`config.mk`:
```
export PLATFORM = sky130hd
export DESIGN_NAME = lssd_clk_seq
export DESIGN_NICKNAME = d
export VERILOG_FILES = /design/src/rtl/lssd_clk_pkg.sv /design/src/rtl/lssd_dwell_timer.sv /design/src/rtl/lssd_step_counter.sv /design/src/rtl/lssd_clk_seq.sv
export SDC_FILE = /design/constraint.sdc
export NUM_CORES = 1
export LEC_CHECK = 0
export BUFFER_PORTS_ARGS = -buffer_cell sky130_fd_sc_hd__buf_4
export CORE_ASPECT_RATIO = 1.75
export CORE_MARGIN = 4
export CORE_UTILIZATION = 50
export DETAILED_ROUTE_END_ITERATION = 10
export PLACE_DENSITY = 0.79
export SKIP_CTS_REPAIR_TIMING = 1
export SLEW_MARGIN = 20
export SYNTH_ARGS = -nofsm -noshare
export SYNTH_HDL_FRONTEND = slang
export SYNTH_HIERARCHICAL = 1
export SYNTH_SLANG_ARGS = --single-unit
export TNS_END_PERCENT = 10
```
`constraint.sdc`:
```
create_clock -name clk -period 3.4 [get_ports clk]
set_input_delay 0.34 -clock clk [delete_from_list [all_inputs] [get_ports clk]]
set_output_delay 0.34 -clock clk [all_outputs]
set_load 0.02 [all_outputs]
```
`src/rtl/lssd_clk_pkg.sv`:
```
package lssd_clk_pkg;

   typedef enum logic [2:0] {
      ST_IDLE,
      ST_C_HI,
      ST_A_HI,
      ST_B_HI,
      ST_GAP
   } seq_state_e;

   typedef enum logic [1:0] {
      GK_AFTER_C,
      GK_AFTER_A,
      GK_AFTER_B,
      GK_ABORT
   } gap_kind_e;

endpackage

```
`src/rtl/lssd_dwell_timer.sv`:
```
module lssd_dwell_timer #(
   parameter int LEN_W = 4
) (
   input  logic             clk,
   input  logic             rst_n,
   input  logic             load,
   input  logic [LEN_W-1:0] len,
   output logic             last
);
   localparam logic [LEN_W-1:0] ONE = LEN_W'(1);

   logic [LEN_W-1:0] len_q;
   logic [LEN_W-1:0] cnt_q;

   always_ff @(posedge clk) begin
      if (!rst_n) begin
         len_q <= ONE;
         cnt_q <= '0;
      end else if (load) begin
         len_q <= (len == '0) ? ONE : len;
         cnt_q <= '0;
      end else if (!last) begin
         cnt_q <= cnt_q + ONE;
      end
   end

   assign last = (cnt_q == (len_q - ONE));

endmodule

```
`src/rtl/lssd_step_counter.sv`:
```
module lssd_step_counter #(
   parameter int STEP_W = 8
) (
   input  logic              clk,
   input  logic              rst_n,
   input  logic              load,
   input  logic [STEP_W-1:0] count,
   input  logic              dec,
   output logic              last,
   output logic              req_zero
);
   localparam logic [STEP_W-1:0] ONE = STEP_W'(1);

   logic [STEP_W-1:0] rem_q;

   always_ff @(posedge clk) begin
      if (!rst_n)    rem_q <= '0;
      else if (load) rem_q <= count;
      else if (dec)  rem_q <= rem_q - ONE;
   end

   assign last     = (rem_q == ONE);
   assign req_zero = (count == '0);

endmodule

```
`src/rtl/lssd_clk_seq.sv`:
```
module lssd_clk_seq
   import lssd_clk_pkg::*;
#(
   parameter int STEP_W = 8,
   parameter int PW_W   = 4,
   parameter int DW_W   = 4
) (
   input  logic              clk,
   input  logic              rst_n,
   input  logic              run_en,
   input  logic              mode_req,
   input  logic              shift_start,
   input  logic [STEP_W-1:0] shift_steps,
   input  logic [PW_W-1:0]   pulse_w,
   input  logic [DW_W-1:0]   dead_w,
   output logic              clk_c,
   output logic              clk_a,
   output logic              clk_b,
   output logic              shift_mode,
   output logic              shift_done
);
   localparam int LEN_W = (PW_W > DW_W) ? PW_W : DW_W;

   generate
      if (PW_W < 1 || PW_W > 16) begin : g_bad_pw
         $error("lssd_clk_seq: PW_W out of range");
      end
      if (DW_W < 1 || DW_W > 16) begin : g_bad_dw
         $error("lssd_clk_seq: DW_W out of range");
      end
      if (STEP_W < 1) begin : g_bad_step
         $error("lssd_clk_seq: STEP_W must be positive");
      end
   endgenerate

   seq_state_e state_q, state_d;
   gap_kind_e  gap_q, gap_d, gap_eff;
   logic       mode_q, mode_d;
   logic       done_d;
   logic       tmr_load, tmr_last;
   logic       use_dead;
   logic [LEN_W-1:0] tmr_len;
   logic       step_load, step_dec, step_last, step_zero;

   assign tmr_len = use_dead ? LEN_W'(dead_w) : LEN_W'(pulse_w);
   assign gap_eff = run_en ? gap_q : GK_ABORT;

   lssd_dwell_timer #(.LEN_W(LEN_W)) u_timer (
      .clk  (clk),
      .rst_n(rst_n),
      .load (tmr_load),
      .len  (tmr_len),
      .last (tmr_last)
   );

   lssd_step_counter #(.STEP_W(STEP_W)) u_steps (
      .clk     (clk),
      .rst_n   (rst_n),
      .load    (step_load),
      .count   (shift_steps),
      .dec     (step_dec),
      .last    (step_last),
      .req_zero(step_zero)
   );

   always_comb begin
      state_d   = state_q;
      gap_d     = gap_q;
      mode_d    = mode_q;
      done_d    = 1'b0;
      tmr_load  = 1'b0;
      use_dead  = 1'b0;
      step_load = 1'b0;
      step_dec  = 1'b0;
      case (state_q)
         ST_IDLE: begin
            mode_d = mode_req;
            if (run_en) begin
               if (!mode_req) begin
                  state_d  = ST_C_HI;
                  tmr_load = 1'b1;
               end else if (shift_start) begin
                  if (step_zero) begin
                     done_d = 1'b1;
                  end else begin
                     step_load = 1'b1;
                     state_d   = ST_A_HI;
                     tmr_load  = 1'b1;
                  end
               end
            end
         end
         ST_C_HI, ST_A_HI, ST_B_HI: begin
            if (!run_en || tmr_last) begin
               state_d  = ST_GAP;
               tmr_load = 1'b1;
               use_dead = 1'b1;
               if (!run_en)                gap_d = GK_ABORT;
               else if (state_q == ST_C_HI) gap_d = GK_AFTER_C;
               else if (state_q == ST_A_HI) gap_d = GK_AFTER_A;
               else                         gap_d = GK_AFTER_B;
            end
         end
         ST_GAP: begin
            gap_d = gap_eff;
            if (tmr_last) begin
               case (gap_eff)
                  GK_AFTER_A: begin
                     state_d  = ST_B_HI;
                     tmr_load = 1'b1;
                  end
                  GK_AFTER_B: begin
                     if (step_last) begin
                        state_d = ST_IDLE;
                        done_d  = 1'b1;
                     end else begin
                        state_d  = ST_A_HI;
                        tmr_load = 1'b1;
                        step_dec = 1'b1;
                     end
                  end
                  default: state_d = ST_IDLE;
               endcase
            end
         end
         default: state_d = ST_IDLE;
      endcase
   end

   always_ff @(posedge clk) begin
      if (!rst_n) begin
         state_q    <= ST_IDLE;
         gap_q      <= GK_ABORT;
         mode_q     <= 1'b0;
         shift_done <= 1'b0;
         clk_c      <= 1'b0;
         clk_a      <= 1'b0;
         clk_b      <= 1'b0;
      end else begin
         state_q    <= state_d;
         gap_q      <= gap_d;
         mode_q     <= mode_d;
         shift_done <= done_d;
         clk_c      <= (state_d == ST_C_HI);
         clk_a      <= (state_d == ST_A_HI);
         clk_b      <= (state_d == ST_B_HI);
      end
   end

   assign shift_mode = mode_q;

endmodule

```
==> qor_table.md <==
| Stage | Parameter | Reported |
| --- | --- | --- |
| status | Run status | finished clean |
| sta | Max Clk Rate | 0.333 GHz |
| routing | Routed wirelength normalized by instance count | 14.1 um |
| yosys | Syn. warnings | 6 |
| routing | Met2 wirelength from detailed routing | 2030 um |
| clock network | Deepest clock path buffer count | 2 |
| pwr | Part of the power in combinational logic | 34.7% |
| clock network | CTS tree | built |
| cells and area | Commonest cells after routing, fill and taps aside | 28 x sky130_fd_sc_hd__buf_4, 26 x sky130_fd_sc_hd__dfxtp_1, 14 x sky130_fd_sc_hd__o21ai_0, 14 x sky130_fd_sc_hd__nand2_1, 11 x sky130_fd_sc_hd__inv_1 |
| clock network | Reg clk slew, reported paths | 0.09 ns |
| routing | Initial DRC Count | 25 |
| sta | Rel. slew slack | 58.7% |
| sta | RSZ-0062 raised after global routing | no |
| yosys | Netlist Area Pre-Place | 1670 um2 |
| pwr | Total design power | 988 uW |
| routing | Detailed-routing wirelength on met1 | 1490 um |
| setup path | WS Path Type | flop to flop |
| setup path | CP max stage delay | 0.56 ns |
| floorplan | Initial Util | 52.7% |
| setup path | Startpoint kind of the worst setup timing path | flop |
| floorplan | Vertical die dimension | 84.5 um |
| setup path | Slowest stage cell, crit path | sky130_fd_sc_hd__or4_4 |
| cells and area | Fin nets | 246 |
| sta | Worst Setup Slack, final | 0.398 ns |
| sta | Setup_tns | 0 ns |
| clock network | Root buffer selected by CTS | sky130_fd_sc_hd__clkbuf_8 |
| sta | Hold violation count in the final report | 0 |
| setup path | Buffers and inverters on the worst path | 0 |
| yosys | Top_reg_cell synth | sky130_fd_sc_hd__dfxtp_1 |
| grt | Largest net degree at the start of global routing | 27 |
| sta | Measured slew at the worst slew-check pin | 0.619 ns |
| grt | Global route total overflow | 0 |
| pwr | Power density over the cells | 504 nW/um2 |
| setup path | Critical path endpoint category | flop |
| grt | Number of antenna violations at the first check in global routing | 0 |
| routing | Routed WL | 3660 um |
| placed design | Post-Place Worst Slack | 0.458 ns |
| cells and area | Area growth from synthesis to final layout | 17.2% |
| routing | Max Used Layer | met4 |
| routing | Met3 layer wire length in the routed design | 90 um |
| pwr | Highest ir drop seen on vdd | 0.000370 V |
| cells and area | Post-Route Utilization | 61.8% |
| floorplan | Number of primary I/O pins | 26 |
| routing | Via count normalized by instance count | 5.59 |
| cells and area | Fillers | 301 |
| routing | Detailed-route via count | 1453 |
| yosys | Number of distinct library cells after synthesis | 52 |
| pwr | Net switching power | 336 uW |
| yosys | Post-synthesis sequential area ratio | 31.1% |
| pwr | Cell internal pwr | 652 uW |
| pwr | Portion of total power attributed to the clock network | 26.0% |
| setup path | Maximum fanout encountered on the critical timing path | 7 |
| sta | Setup clock skew after layout | 0.00172 ns |
| floorplan | Area enclosed by the die boundary | 4370 um2 |
| yosys | Synthesized area per cell | 8.67 um2 |
| min path | Hold-critical path depth | 3 |
| job | Max-cap check violation count | 0 |
| min path | Worst min path class | input port to flop |
| yosys | Synth async-reset ratio | 0% |
| floorplan | Placeable Area | 3180 um2 |
| clock network | Later-pin clock latency in the skew report | 0.27 ns |
| setup path | Logic depth of the worst path, buffers included | 10 |
| pwr | Sequential cell fraction of total power | 39.3% |
| yosys | Nets in the synthesized netlist | 221 |
| grt | First-pass GRT wire length | 6150 um |
| routing | ANT nets after route | 0 |
| cells and area | Layout cells sized above 1 | 22.1% |
| grt | Overall routing resource usage | 18.1% |
| yosys | Cell count after synthesis | 193 |
| placed design | # port buffers | 25 |
| setup path | Kind of cell adding the most delay to the critical path | simple AND/OR/NAND/NOR gates |
| sta | Time the worst path needs with I/O delays and setup | 3.00 ns |
| sta | Part of the cycle the worst path needs | 88.3% |
| routing | Final routed DRC violation total | 0 |
| floorplan | Placement Rows | 27 |
| yosys | Count of flip-flops with a built-in enable after synthesis | 0 |
| clock network | CTS Sinks | 26 |
| yosys | Register bit count reported by yosys | 26 |
| setup path | Arrival time worst endpoint | 3.22 ns |
| setup path | Ordered cell list for the critical path | or4_4 > nor4b_1 > nand2b_1 > a21oi_1 > a21o_1 > o2bb2ai_1 > nor2b_1 > nand2_1 > or4_1 > nand3_1 |
| sta | Total of endpoints with negative setup slack in the final report | 0 |
| grt | Via count of the first global-routing pass | 1426 |
| clock network | TritonCTS Buffers | 3 |
| cells and area | Antenna diode count | 0 |
| setup path | Worst reg2reg path depth | 10 |
| sta | Max-slew violations | 0 |
| routing | First-pass detailed-route iteration total | 4 |
| pwr | P_leak | 0.776 nW |
| pwr | Fraction of power spent switching nets | 34.0% |
| cells and area | Most common cell after layout, fill and taps aside | sky130_fd_sc_hd__buf_4 |
| placed design | Global placement routability congestion | 0.833 |
| floorplan | Width of the die | 51.7 um |
| placed design | Hpwl dp | 2860 um |
| clock network | H-tree level count | 1 |
| setup path | WP data required | 3.62 ns |
==> logic make-up (layout without fill, tap and decap cells) <==
logic type      Yosys count  after routing  share of synthesized area [%]
simple gates             83             83                           31.6
compound gates           39             39                           15.8
flops                    26             26                           31.1
buf+inv                  19             43                           5.31
mux                      10             10                           6.28
xor+xnor                  9              9                           4.71
fa+ha+maj                 7              7                           5.23
==> synthesized netlist by cell type, drive strengths merged (2+ instances only) <==
cell,n,share of area [%]
xor2,2,1.0
dfxtp,26,31
ha,7,5.2
o211ai,2,0.90
and4,2,1.2
inv,11,2.5
mux2,4,2.7
nor2b,12,5.1
a31oi,4,1.5
buf,6,2.4
nor3b,4,1.8
nand4,3,1.1
nor4b,2,1.0
a21oi,7,2.1
mux2i,6,3.6
nor2,8,2.2
o21ai,14,4.2
nand2b,4,1.5
nand2,14,3.1
and2,5,1.9
o31ai,2,0.90
nor3,10,4.3
nand3,5,1.5
clkbuf,2,0.45
or3,2,0.75
xnor2,7,3.7
or4,7,3.4
==> worst reg2reg max path: cells and delay by family, from the launching register on <==
family	cells	cell delay [ns]
DFF	1	0.34
AOI/OAI and AO/OA	3	0.56
and+or+nand+nor	7	2.05
==> area by class of cell <==
cell class / count / area [um2] / area share [%]
clock inverter: 1 / 30.0 / 1.53
multi-input combinational: 148 / 1060 / 54.3
inverter: 11 / 41.3 / 2.10
sequential: 26 / 520 / 26.5
timing repair buffer: 28 / 210 / 10.7
clock buffer: 3 / 41.3 / 2.10
tap: 43 / 53.8 / 2.74
==> state kept, by name (all words and copies together), names as in the netlist <==
register / count
u_steps/rem_q: 8
u_timer/cnt_q: 4
u_timer/len_q: 4
state_q: 3
gap_q: 2
clk_a: 1
clk_b: 1
clk_c: 1
shift_done: 1
shift_mode: 1
==> routing by layer <==
layer	global-route usage, %	up-vias
li1	-	741
met1	19.4	686
met2	33.8	21
met3	2.49	5
met4	7.16	0
met5	0	-
==> through the flow <==
stage,hold slack [ns],instances,area (um2)
final,0.337,260,1960
after global routing,0.356,260,1960
after CTS,0.339,260,1960
after detailed placement,0.510,256,1890
after global placement,0.498,256,1890
after floorplan,0.439,193,1670
==> power by group through the flow <==
| stage | sequential (mW) | combinational, mW | clock, mW |
|---|---|---|---|
| 5_1_grt | 0.393 | 0.383 | 0.270 |
| 4_1_cts | 0.388 | 0.345 | 0.258 |
| 3_3_place_gp | 0.394 | 0.337 | 0 |
| 3_5_place_dp | 0.395 | 0.344 | 0 |
| 2_1_floorplan | 0.380 | 0.257 | 0 |
| 6_report | 0.388 | 0.343 | 0.257 |
==> worst paths after layout <==
check	end	slack [ns]	from
worst max-delay path	u_timer/cnt_q[2]	0.40	u_steps/rem_q[4]
worst min-delay path	u_steps/rem_q[1]	0.34	shift_steps[1]
worst max register to register	u_timer/cnt_q[2]	0.40	u_steps/rem_q[4]
worst min register to register	u_timer/cnt_q[1]	0.52	u_timer/cnt_q[1]
Power figures use the tool's default switching activity.
